$ cat src/rtl/ce_pkg.sv
package ce_pkg;

    localparam logic [3:0] RA_SRC_BASE = 4'd0;
    localparam logic [3:0] RA_SRC_SIZE = 4'd1;
    localparam logic [3:0] RA_SRC_WR   = 4'd2;
    localparam logic [3:0] RA_SRC_RD   = 4'd3;
    localparam logic [3:0] RA_DST_BASE = 4'd4;
    localparam logic [3:0] RA_DST_SIZE = 4'd5;
    localparam logic [3:0] RA_DST_WR   = 4'd6;
    localparam logic [3:0] RA_DST_RD   = 4'd7;
    localparam logic [3:0] RA_CTRL     = 4'd8;
    localparam logic [3:0] RA_STATUS   = 4'd9;
    localparam logic [3:0] RA_SRC_FREE = 4'd10;
    localparam logic [3:0] RA_DST_FREE = 4'd11;

    localparam int FLG_GATHER = 0;
    localparam int FLG_SWAP   = 1;
    localparam int NUM_RINGS  = 2;

    typedef enum logic [3:0] {
        ST_IDLE, ST_DST_ADDR, ST_SRC_REQ, ST_SRC_ADDR, ST_SRC_META,
        ST_RD, ST_WR, ST_WB, ST_ADV
    } eng_state_e;

    typedef struct packed {
        logic [15:0] flags;
        logic [15:0] nbytes;
    } desc_meta_t;

    typedef struct packed {
        logic        dst_swap;
        logic        src_swap;
        logic [15:0] max_len;
    } ctrl_t;

    function automatic logic [31:0] rev_bytes(input logic [31:0] w);
        return {w[7:0], w[15:8], w[23:16], w[31:24]};
    endfunction

endpackage

$ cat src/rtl/ce_ring.sv
module ce_ring #(
    parameter int IDX_W = 4
) (
    input  logic             clk,
    input  logic             rst,
    input  logic             base_we,
    input  logic             size_we,
    input  logic             wr_we,
    input  logic [31:0]      wdata,
    input  logic             adv,
    output logic [31:0]      base,
    output logic [IDX_W:0]   size,
    output logic [IDX_W-1:0] mask,
    output logic [IDX_W-1:0] wr_idx,
    output logic [IDX_W-1:0] rd_idx,
    output logic [IDX_W-1:0] free_cnt
);
    localparam logic [IDX_W:0] SIZE_RST = (IDX_W+1)'(1) << IDX_W;

    assign mask     = IDX_W'(size - (IDX_W+1)'(1));
    assign free_cnt = (rd_idx - IDX_W'(1) - wr_idx) & mask;

    always_ff @(posedge clk) begin
        if (rst) begin
            base   <= '0;
            size   <= SIZE_RST;
            wr_idx <= '0;
            rd_idx <= '0;
        end else begin
            if (base_we) base <= wdata;
            if (size_we) size <= wdata[IDX_W:0];
            if (wr_we)   wr_idx <= wdata[IDX_W-1:0] & mask;
            if (adv)     rd_idx <= (rd_idx + IDX_W'(1)) & mask;
        end
    end
endmodule

$ cat src/rtl/ce_csr.sv
module ce_csr
    import ce_pkg::*;
#(
    parameter int IDX_W = 4
) (
    input  logic                                clk,
    input  logic                                rst,
    input  logic                                reg_we,
    input  logic [3:0]                          reg_addr,
    input  logic [31:0]                         reg_wdata,
    output logic [31:0]                         reg_rdata,
    input  logic [NUM_RINGS-1:0][31:0]          r_base,
    input  logic [NUM_RINGS-1:0][IDX_W:0]       r_size,
    input  logic [NUM_RINGS-1:0][IDX_W-1:0]     r_wr,
    input  logic [NUM_RINGS-1:0][IDX_W-1:0]     r_rd,
    input  logic [NUM_RINGS-1:0][IDX_W-1:0]     r_free,
    output logic [NUM_RINGS-1:0]                base_we,
    output logic [NUM_RINGS-1:0]                size_we,
    output logic [NUM_RINGS-1:0]                wr_we,
    input  logic                                err_set,
    output ctrl_t                               ctrl,
    output logic                                err_q
);
    // Ring g owns word addresses {0, g, sub[1:0]}
    for (genvar g = 0; g < NUM_RINGS; g++) begin : g_dec
        localparam logic [3:0] RB = 4'(g * 4);
        assign base_we[g] = reg_we && (reg_addr == RB);
        assign size_we[g] = reg_we && (reg_addr == RB + 4'd1);
        assign wr_we[g]   = reg_we && (reg_addr == RB + 4'd2);
    end

    always_ff @(posedge clk) begin
        if (rst) begin
            ctrl  <= '{dst_swap: 1'b0, src_swap: 1'b0, max_len: 16'hFFFF};
            err_q <= 1'b0;
        end else begin
            if (reg_we && reg_addr == RA_CTRL) ctrl <= reg_wdata[17:0];
            if (err_set)
                err_q <= 1'b1;
            else if (reg_we && reg_addr == RA_STATUS && reg_wdata[0])
                err_q <= 1'b0;
        end
    end

    always_comb begin
        reg_rdata = '0;
        if (!reg_addr[3]) begin
            case (reg_addr[1:0])
                2'd0: reg_rdata = r_base[reg_addr[2]];
                2'd1: reg_rdata = 32'(r_size[reg_addr[2]]);
                2'd2: reg_rdata = 32'(r_wr[reg_addr[2]]);
                default: reg_rdata = 32'(r_rd[reg_addr[2]]);
            endcase
        end else begin
            case (reg_addr)
                RA_CTRL:     reg_rdata = 32'(ctrl);
                RA_STATUS:   reg_rdata = {31'd0, err_q};
                RA_SRC_FREE: reg_rdata = 32'(r_free[0]);
                RA_DST_FREE: reg_rdata = 32'(r_free[1]);
                default:     reg_rdata = '0;
            endcase
        end
    end
endmodule

$ cat src/rtl/ce_engine.sv
module ce_engine
    import ce_pkg::*;
#(
    parameter int IDX_W = 4
) (
    input  logic             clk,
    input  logic             rst,
    input  ctrl_t            ctrl,
    input  logic [31:0]      src_base,
    input  logic [31:0]      dst_base,
    input  logic [IDX_W-1:0] src_rd,
    input  logic [IDX_W-1:0] src_wr,
    input  logic [IDX_W-1:0] dst_rd,
    input  logic [IDX_W-1:0] dst_wr,
    output logic             mem_req,
    output logic             mem_we,
    output logic [31:0]      mem_addr,
    output logic [31:0]      mem_wdata,
    input  logic [31:0]      mem_rdata,
    output logic             src_adv,
    output logic             dst_adv,
    output logic             err_set,
    output logic             busy
);
    localparam int CNT_W = 14;

    eng_state_e       state;
    logic [31:0]      sbuf, dbuf;
    logic [15:0]      total;
    logic [15:0]      wofs;
    logic [CNT_W-1:0] k, words;
    logic [15:0]      cur_flags, last_flags;

    desc_meta_t       meta;
    logic             src_avail, work, skip, last_word, rev;
    logic [31:0]      src_desc, dst_desc, copy_word;

    assign meta      = mem_rdata;
    assign src_avail = (src_rd != src_wr);
    assign work      = src_avail && (dst_rd != dst_wr);
    assign skip      = (meta.nbytes > ctrl.max_len) || (meta.nbytes == 16'd0);
    assign last_word = (k == words - CNT_W'(1));
    assign src_desc  = src_base + (32'(src_rd) << 3);
    assign dst_desc  = dst_base + (32'(dst_rd) << 3);
    assign rev       = ctrl.src_swap ^ cur_flags[FLG_SWAP] ^ ctrl.dst_swap;
    assign copy_word = rev ? rev_bytes(mem_rdata) : mem_rdata;
    assign busy      = (state != ST_IDLE);

    always_ff @(posedge clk) begin
        if (rst) begin
            state      <= ST_IDLE;
            sbuf       <= '0;
            dbuf       <= '0;
            total      <= '0;
            wofs       <= '0;
            k          <= '0;
            words      <= '0;
            cur_flags  <= '0;
            last_flags <= '0;
        end else begin
            case (state)
                ST_IDLE: begin
                    total <= '0;
                    wofs  <= '0;
                    if (work) state <= ST_DST_ADDR;
                end
                ST_DST_ADDR: begin
                    dbuf  <= mem_rdata;
                    state <= ST_SRC_REQ;
                end
                ST_SRC_REQ:  if (src_avail) state <= ST_SRC_ADDR;
                ST_SRC_ADDR: begin
                    sbuf  <= mem_rdata;
                    state <= ST_SRC_META;
                end
                ST_SRC_META: begin
                    cur_flags <= meta.flags;
                    k         <= '0;
                    words     <= CNT_W'((17'(meta.nbytes) + 17'd3) >> 2);
                    if (skip) begin
                        if (meta.flags[FLG_GATHER]) state <= ST_SRC_REQ;
                        else if (total != 16'd0)    state <= ST_WB;
                        else                        state <= ST_IDLE;
                    end else begin
                        total      <= total + meta.nbytes;
                        last_flags <= meta.flags;
                        state      <= ST_RD;
                    end
                end
                ST_RD: state <= ST_WR;
                ST_WR: begin
                    k    <= k + CNT_W'(1);
                    wofs <= wofs + 16'd1;
                    if (!last_word)                  state <= ST_RD;
                    else if (cur_flags[FLG_GATHER])  state <= ST_SRC_REQ;
                    else                             state <= ST_WB;
                end
                ST_WB:   state <= ST_ADV;
                default: state <= ST_IDLE;
            endcase
        end
    end

    always_comb begin
        mem_req   = 1'b0;
        mem_we    = 1'b0;
        mem_addr  = '0;
        mem_wdata = '0;
        src_adv   = 1'b0;
        dst_adv   = 1'b0;
        err_set   = 1'b0;
        case (state)
            ST_IDLE: if (work) begin
                mem_req  = 1'b1;
                mem_addr = dst_desc;
            end
            ST_SRC_REQ: if (src_avail) begin
                mem_req  = 1'b1;
                mem_addr = src_desc;
            end
            ST_SRC_ADDR: begin
                mem_req  = 1'b1;
                mem_addr = src_desc + 32'd4;
            end
            ST_SRC_META: begin
                src_adv = skip;
                err_set = meta.nbytes > ctrl.max_len;
            end
            ST_RD: begin
                mem_req  = 1'b1;
                mem_addr = sbuf + (32'(k) << 2);
            end
            ST_WR: begin
                mem_req   = 1'b1;
                mem_we    = 1'b1;
                mem_addr  = dbuf + (32'(wofs) << 2);
                mem_wdata = copy_word;
                src_adv   = last_word;
            end
            ST_WB: begin
                mem_req   = 1'b1;
                mem_we    = 1'b1;
                mem_addr  = dst_desc + 32'd4;
                mem_wdata = {last_flags & ~(16'd1 << FLG_GATHER), total};
            end
            ST_ADV:  dst_adv = 1'b1;
            default: ;
        endcase
    end
endmodule

$ cat src/rtl/copy_engine.sv
module copy_engine
    import ce_pkg::*;
#(
    parameter int IDX_W = 4
) (
    input  logic        clk,
    input  logic        rst,
    input  logic        reg_we,
    input  logic [3:0]  reg_addr,
    input  logic [31:0] reg_wdata,
    output logic [31:0] reg_rdata,
    output logic        mem_req,
    output logic        mem_we,
    output logic [31:0] mem_addr,
    output logic [31:0] mem_wdata,
    input  logic [31:0] mem_rdata
);
    logic [NUM_RINGS-1:0][31:0]      r_base;
    logic [NUM_RINGS-1:0][IDX_W:0]   r_size;
    logic [NUM_RINGS-1:0][IDX_W-1:0] r_mask, r_wr, r_rd, r_free;
    logic [NUM_RINGS-1:0]            base_we, size_we, wr_we, adv;
    ctrl_t                           ctrl;
    logic                            err_set, err_q, busy;
    logic                            src_adv, dst_adv;

    // Named views for the bound checker
    logic [IDX_W-1:0] src_rd_v, src_wr_v, dst_rd_v, dst_wr_v, src_mask_v;
    logic [31:0]      dst_base_v;
    assign src_rd_v   = r_rd[0];
    assign src_wr_v   = r_wr[0];
    assign dst_rd_v   = r_rd[1];
    assign dst_wr_v   = r_wr[1];
    assign src_mask_v = r_mask[0];
    assign dst_base_v = r_base[1];

    assign adv = {dst_adv, src_adv};

    for (genvar g = 0; g < NUM_RINGS; g++) begin : g_ring
        ce_ring #(.IDX_W(IDX_W)) u_ring (
            .clk      (clk),
            .rst      (rst),
            .base_we  (base_we[g]),
            .size_we  (size_we[g]),
            .wr_we    (wr_we[g]),
            .wdata    (reg_wdata),
            .adv      (adv[g]),
            .base     (r_base[g]),
            .size     (r_size[g]),
            .mask     (r_mask[g]),
            .wr_idx   (r_wr[g]),
            .rd_idx   (r_rd[g]),
            .free_cnt (r_free[g])
        );
    end

    ce_csr #(.IDX_W(IDX_W)) u_csr (
        .clk       (clk),
        .rst       (rst),
        .reg_we    (reg_we),
        .reg_addr  (reg_addr),
        .reg_wdata (reg_wdata),
        .reg_rdata (reg_rdata),
        .r_base    (r_base),
        .r_size    (r_size),
        .r_wr      (r_wr),
        .r_rd      (r_rd),
        .r_free    (r_free),
        .base_we   (base_we),
        .size_we   (size_we),
        .wr_we     (wr_we),
        .err_set   (err_set),
        .ctrl      (ctrl),
        .err_q     (err_q)
    );

    ce_engine #(.IDX_W(IDX_W)) u_engine (
        .clk       (clk),
        .rst       (rst),
        .ctrl      (ctrl),
        .src_base  (r_base[0]),
        .dst_base  (r_base[1]),
        .src_rd    (r_rd[0]),
        .src_wr    (r_wr[0]),
        .dst_rd    (r_rd[1]),
        .dst_wr    (r_wr[1]),
        .mem_req   (mem_req),
        .mem_we    (mem_we),
        .mem_addr  (mem_addr),
        .mem_wdata (mem_wdata),
        .mem_rdata (mem_rdata),
        .src_adv   (src_adv),
        .dst_adv   (dst_adv),
        .err_set   (err_set),
        .busy      (busy)
    );
endmodule

$ cat config.mk
export PLATFORM = sky130hd
export DESIGN_NAME = copy_engine
export DESIGN_NICKNAME = d
export VERILOG_FILES = /design/src/rtl/ce_pkg.sv /design/src/rtl/ce_ring.sv /design/src/rtl/ce_csr.sv /design/src/rtl/ce_engine.sv /design/src/rtl/copy_engine.sv
export SDC_FILE = /design/constraint.sdc
export NUM_CORES = 1
export LEC_CHECK = 0
export BUFFER_PORTS_ARGS = -buffer_cell sky130_fd_sc_hd__buf_4
export CAP_MARGIN = 10
export CORE_UTILIZATION = 55
export DETAILED_ROUTE_END_ITERATION = 8
export GPL_ROUTABILITY_DRIVEN = 1
export PLACE_DENSITY = 0.75
export REMOVE_ABC_BUFFERS = 1
export SLEW_MARGIN = 15
export SYNTH_ARGS = -nofsm -noshare
export SYNTH_HDL_FRONTEND = slang
export SYNTH_SLANG_ARGS = --single-unit
$ cat constraint.sdc
create_clock -name clk -period 4.3 [get_ports clk]
set_input_delay 0.645 -clock clk [delete_from_list [all_inputs] [get_ports clk]]
set_output_delay 0.645 -clock clk [all_outputs]
set_load 0.05 [all_outputs]
Yosys cells after proc, flatten, opt, wreduce, memory -nomap -nowiden
Index checks and enable logic that the tools add are counted.

Equal/unequal tests: 25. Order comparisons: 2. Reduce and logical (&&, ||, !) cells: 25. Mux-type cells: 37. Bitwise logic cells: 9. Add/subtract/negate cells: 19.

Operator list (count): $mux 32 (6); $pmux 32 s6 (1); $pmux 32 s3 (1); $pmux 18 s4 (1); $add 32x3->32 const B (2); $add 32x7->32 (2); $pmux 16 s2 (2); $pmux 32 s2 (1); $add 32x16->32 (1); $add 32x18->32 (1); $mux 4 (8); $pmux 4 s8 (1); $eq 4x3->1 const B (7); $pmux 14 s2 (1); $and 4x4->4 (6); $eq 4x4->1 const B (5); $add 16x1->16 const B (1); $add 16x16->16 (1); $add 16x2->16 const B (1); $gt 16x16->1 (1); $logic_not 16->1 (1); $mux 16 (1); $reduce_bool 16->1 (1); $sub 4x1->4 const B (4); 28 further kinds (60).

Register bits after elaboration: 255. Word-level logic and storage cells: 138. Output and inout bits: 98.

Longest topological paths before layout
Depth in word-level cells: 5. Mapped depth: 16. Gate-level depth less buffers: 13.

By module
A second synthesis with hierarchy kept.

Cell total of the unflattened synthesis: 2462. Area total of the unflattened synthesis: 18647.9 um2.

Modules (own cells, without submodules): ce_engine (cells an instance 1852, area each 13176.4 um2, seq. area each 2902.8 um2, times used 1); ce_ring (cells an instance 185, area each 1835.5 um2, seq. area each 900.9 um2, times used 2); ce_csr (cells an instance 240, area each 1800.5 um2, seq. area each 380.4 um2, times used 1).

Worst setup path before layout
Ideal clock, no wire load.

Path kind: reg-to-output. Start: register g_ring[1].u_ring.rd_idx[0]. End: output port mem_addr[23]. Buffers on the path: 2. Data required time: 3.655 ns. Cell stages (with the launch flop): 15. Path slack: -0.278 ns. Data arrival time: 3.933 ns. Cells stage by stage: dfxtp_1 -> ha_1 -> inv_1 -> fa_1 -> nand2b_1 -> a21o_1 -> clkbuf_1 -> nor4_1 -> o21ai_0 -> o32ai_1 -> and3_2 -> and4_2 -> buf_4 -> xnor2_1 -> o21ai_0.

Longest elaborated chain between the ends: 4.

RTL lines: from (decl) (RTL line ce_ring.sv:15) `output logic [IDX_W-1:0] rd_idx,`; from (signal assigned) (RTL line ce_ring.sv:33) `if (adv) rd_idx <= (rd_idx + IDX_W'(1)) & mask;`; branches (longest 3 deep; another with $add 32x7->32); $pmux 32 s6 (*) (RTL line ce_engine.sv:112) `case (state)`; to (decl) (RTL line copy_engine.sv:14) `output logic [31:0] mem_addr,`.

Every way passes the cells marked *.

Worst setup path in the final report
Start: register g_ring[1].u_ring.rd_idx[1]. End: output port mem_addr[28].

The elaborated chain is that of the path after synthesis.

==> impl_metrics.tcl <==
set metrics [dict create \
    crit_family "compound AO/OA/AOI/OAI gates" \
    worstReg2RegEnd "g_ring[0].u_ring.rd_idx[3]$_SDFFE_PP0P_" \
    async_reset_ff_share_pct 0 \
    drive_gt1_share_pct 17.7 \
    slowest_stage "or4_1" \
    antenna_found_initial 0 \
    nets 2764 \
    viasPerCell 6.23 \
    syn_area_mm2 0.0182 \
    grt_overflow_total 0 \
    synthTopCellsByArea "dfxtp_1 (28%), nand2_1 (9.8%), a21oi_1 (7.2%), ha_1 (5.7%), mux2i_1 (5.0%)" \
    rows 66 \
    yosys_warnings 0 \
    hold_class "in2reg" \
    hpwlAfterDp_um 45500 \
    path_cells "buf_6 -> ha_1 -> a211o_1 -> a21o_4 -> or4_1 -> mux2_2 -> nand2_2 -> a32o_2 -> nand3_2 -> a31oi_1 -> o221ai_1 -> or3_4 -> buf_8" \
    path_buf_inv 2 \
    grt_pass1_wl_um 97400 \
    routabilityCongestion 0.961 \
    endpoint_kind "output port" \
    final.fill_count 2873 \
    startpoint "g_ring[1].u_ring.rd_idx[1]$_SDFFE_PP0N_" \
    synth_cells 2442 \
    die-area_mm2 0.0338 \
    initial_core_util_pct 55.9 \
    clock-sinks 254 \
    dpl.cell_count 2976 \
    grt_pass1_vias 17600 \
    grt_usage_pct 36.6 \
    htreeDepth 1 \
    ant_nets 0 \
    synth.most_common_cell "nand2_1" \
    fin_cells 3063 \
    r2r_cells 9 \
    p_leak_nw 8.56 \
    clkLatencyLatePin_ns 0.56 \
    yosysSeqAreaShare_pct 28.0 \
    drc 0 \
    setup_violations 21 \
    yosysTopAreaCell "dfxtp_1" \
    wl_per_cell_um 20.8 \
    crit_end "mem_addr[28]" \
    slew_headroom_pct 17.5 \
    worstMarginPinSlew_ns 1.23 \
    finalHoldViolCount 0 \
    fin_crit_sh_pct 107 \
    cts_tree "done" \
    ys_types 98 \
    ys_dominant_reg_cell "dfxtp_1" \
    arrival_ns 3.97 \
    die_h_um 184 \
    status "finished with violations" \
    crit_type "reg2out" \
    clock_path_buffers 3 \
    violations "setup timing" \
    cts_root_buf "clkbuf_16" \
    critical_path_required_ns 3.65 \
    min_period_ns 4.61 \
    cap_violations 0 \
    cp_max_fo 7 \
    r2r_slack_ns 0.71 \
    drt-total-wl_um 63700 \
    numPortBuffers 168 \
    timing.rr.start "u_engine.k[10]$_SDFFE_PP0P_" \
    setup_tns_ns -3.35 \
    cts_hold_buf 0 \
    cts_buffers 29 \
    crit_path_start_kind "flip-flop" \
    drv_slew 0 \
    first_iter_violations 2068 \
    yosys.area.top_type_share_pct 28.0 \
    ios 169 \
    area_growth_pct 19.3 \
    grt_max_degree 115 \
    core-area_mm2 0.0325 \
    die_w_um 184 \
    synth_area_per_cell_um2 7.45 \
    cellPowerDensity_mw_per_mm2 241 \
    synthTopCellsByCount "nand2_1 (477), a21oi_1 (261), dfxtp_1 (254)" \
    vias 19100 \
    rsz0062_at_grt "yes" \
    antenna_cells 0 \
    final.setup.worst_slack_ns -0.311 \
    synth_edf_count 0 \
    max_freq_mhz 217 \
    cpPeakStageDelay_ns 0.47 \
    finClkSkew_ns 0.0141 \
    drt_pass1_iterations 6 \
    clk_pin_slew_ns 0.06 \
    ys_ff_latch 254 \
    worst-path-stages 13 \
    vdd_drop_max_v 0.000348 \
]
[metrics by stage]
stage                     power [W]  worst slack [ns]  utilization [%]  area [um2]  hold slack [ns]
after detailed placement    0.00288           0.00803             61.4       20000            0.452
after floorplan             0.00262            -0.646                -       17600            0.430
after global placement      0.00287            0.0953             61.4       20000            0.443
after CTS                   0.00522            -0.248             65.6       21300            0.300
after global routing        0.00536            -0.425             66.7       21700            0.325
final                       0.00522            -0.311             66.7       21700            0.314
[worst min-delay path by stage]
stage                                         startpoint                                   end  slack, ns  depth (start not counted)
floorplan                  u_engine.sbuf[0]$_SDFFE_PP0P_         u_engine.sbuf[0]$_SDFFE_PP0P_       0.43                          2
global placement    u_engine.last_flags[10]$_SDFFE_PP0P_  u_engine.last_flags[10]$_SDFFE_PP0P_       0.44                          2
detailed placement         u_engine.sbuf[8]$_SDFFE_PP0P_         u_engine.sbuf[8]$_SDFFE_PP0P_       0.45                          2
CTS                                         reg_wdata[7]            u_csr.ctrl[7]$_SDFFE_PP1P_       0.30                          2
global route                                reg_wdata[5]            u_csr.ctrl[5]$_SDFFE_PP1P_       0.32                          2
finish                                      reg_wdata[7]            u_csr.ctrl[7]$_SDFFE_PP1P_       0.31                          2
[power by group]
part,switching (W),leakage (nW),total [W],internal [W]
Combinational,0.000305,6.06,0.000460,0.000155
Clock,0.00100,0.443,0.00237,0.00137
Sequential,0.0000211,2.05,0.00239,0.00237
[worst reg2reg max path, stage by stage, from the launching register on]
cell and delay, ns:
dfxtp_1 0.54, nor3b_1 0.29, xnor2_1 0.20, nand4_1 0.15
nor4_1 0.30, nand3_1 0.13, a2111oi_2 0.64, a22oi_1 0.47
or4_1 0.64, a21oi_1 0.16
[area by class of cell]
type / count / area (um2) / share of cell area, %
Clock buffer: 43 / 858 / 3.96
Inverter: 68 / 255 / 1.18
Multi-Input combinational cell: 1978 / 12800 / 58.8
Timing Repair Buffer: 272 / 2130 / 9.82
Sequential cell: 254 / 5100 / 23.5
Clock inverter: 6 / 40.0 / 0.185
Tap cell: 442 / 553 / 2.55
[kinds of logic after synthesis]
logic type	count (synthesis)	synth area share, %
buffers and inverters	211	4.58
XOR/XNOR	177	8.53
flip-flops	254	28.0
multiplexers	105	6.45
AO/OA/AOI/OAI	595	20.2
adder cells (fa/ha/maj)	90	6.48
AND/OR/NAND/NOR	1010	25.8
[flip-flops by register name, indices dropped and copies added (netlist names)]
| register | count |
|---|---|
| u_engine.wofs | 16 |
| u_engine.cur_flags | 2 |
| u_engine.words | 14 |
| u_engine.last_flags | 15 |
| u_csr.ctrl | 18 |
| u_engine.total | 16 |
| u_csr.err_q | 1 |
| g_ring.u_ring.base | 64 |
| g_ring.u_ring.rd_idx | 8 |
| g_ring.u_ring.size | 10 |
| u_engine.state | 4 |
| g_ring.u_ring.wr_idx | 8 |
| u_engine.sbuf | 32 |
| u_engine.k | 14 |
| u_engine.dbuf | 32 |
[layout by cell type, fill, tap and decap left out, types with 20 or more instances in the layout]
cell | synthesis | routed
a211o_1 | 24 | 24
a211oi_1 | 27 | 23
a21o_1 | 22 | 20
a21oi_1 | 261 | 259
and3_1 | 23 | 21
buf_4 | 4 | 252
clkbuf_16 | 0 | 29
dfxtp_1 | 254 | 242
ha_1 | 83 | 77
inv_1 | 68 | 66
mux2i_1 | 91 | 88
nand2_1 | 477 | 475
nand3_1 | 93 | 89
nand4_1 | 36 | 36
nor2_1 | 187 | 183
nor2b_1 | 24 | 23
nor3_1 | 42 | 37
o21ai_0 | 98 | 87
o22ai_1 | 26 | 24
xnor2_1 | 94 | 87
xor2_1 | 83 | 81
[layer usage]
layer | track usage [%] | share of wire (%) | vias up
met2 | 56.7 | 44 | 941
li1 | - | - | 8960
met1 | 49.9 | 42 | 9026
met5 | 0 | 0 | -
met3 | 5.37 | 9.0 | 163
met4 | 17.4 | 4.9 | 0
[repair_timing]
item,4_1_cts,5_1_grt
setup buffers,17,20
endpoints found under the setup margin,23,23
gates cloned,1,0
pin swaps,29,39
hold endpoints to repair,0,0
gates resized for setup,81,49
Power figures use the tool's default switching activity.
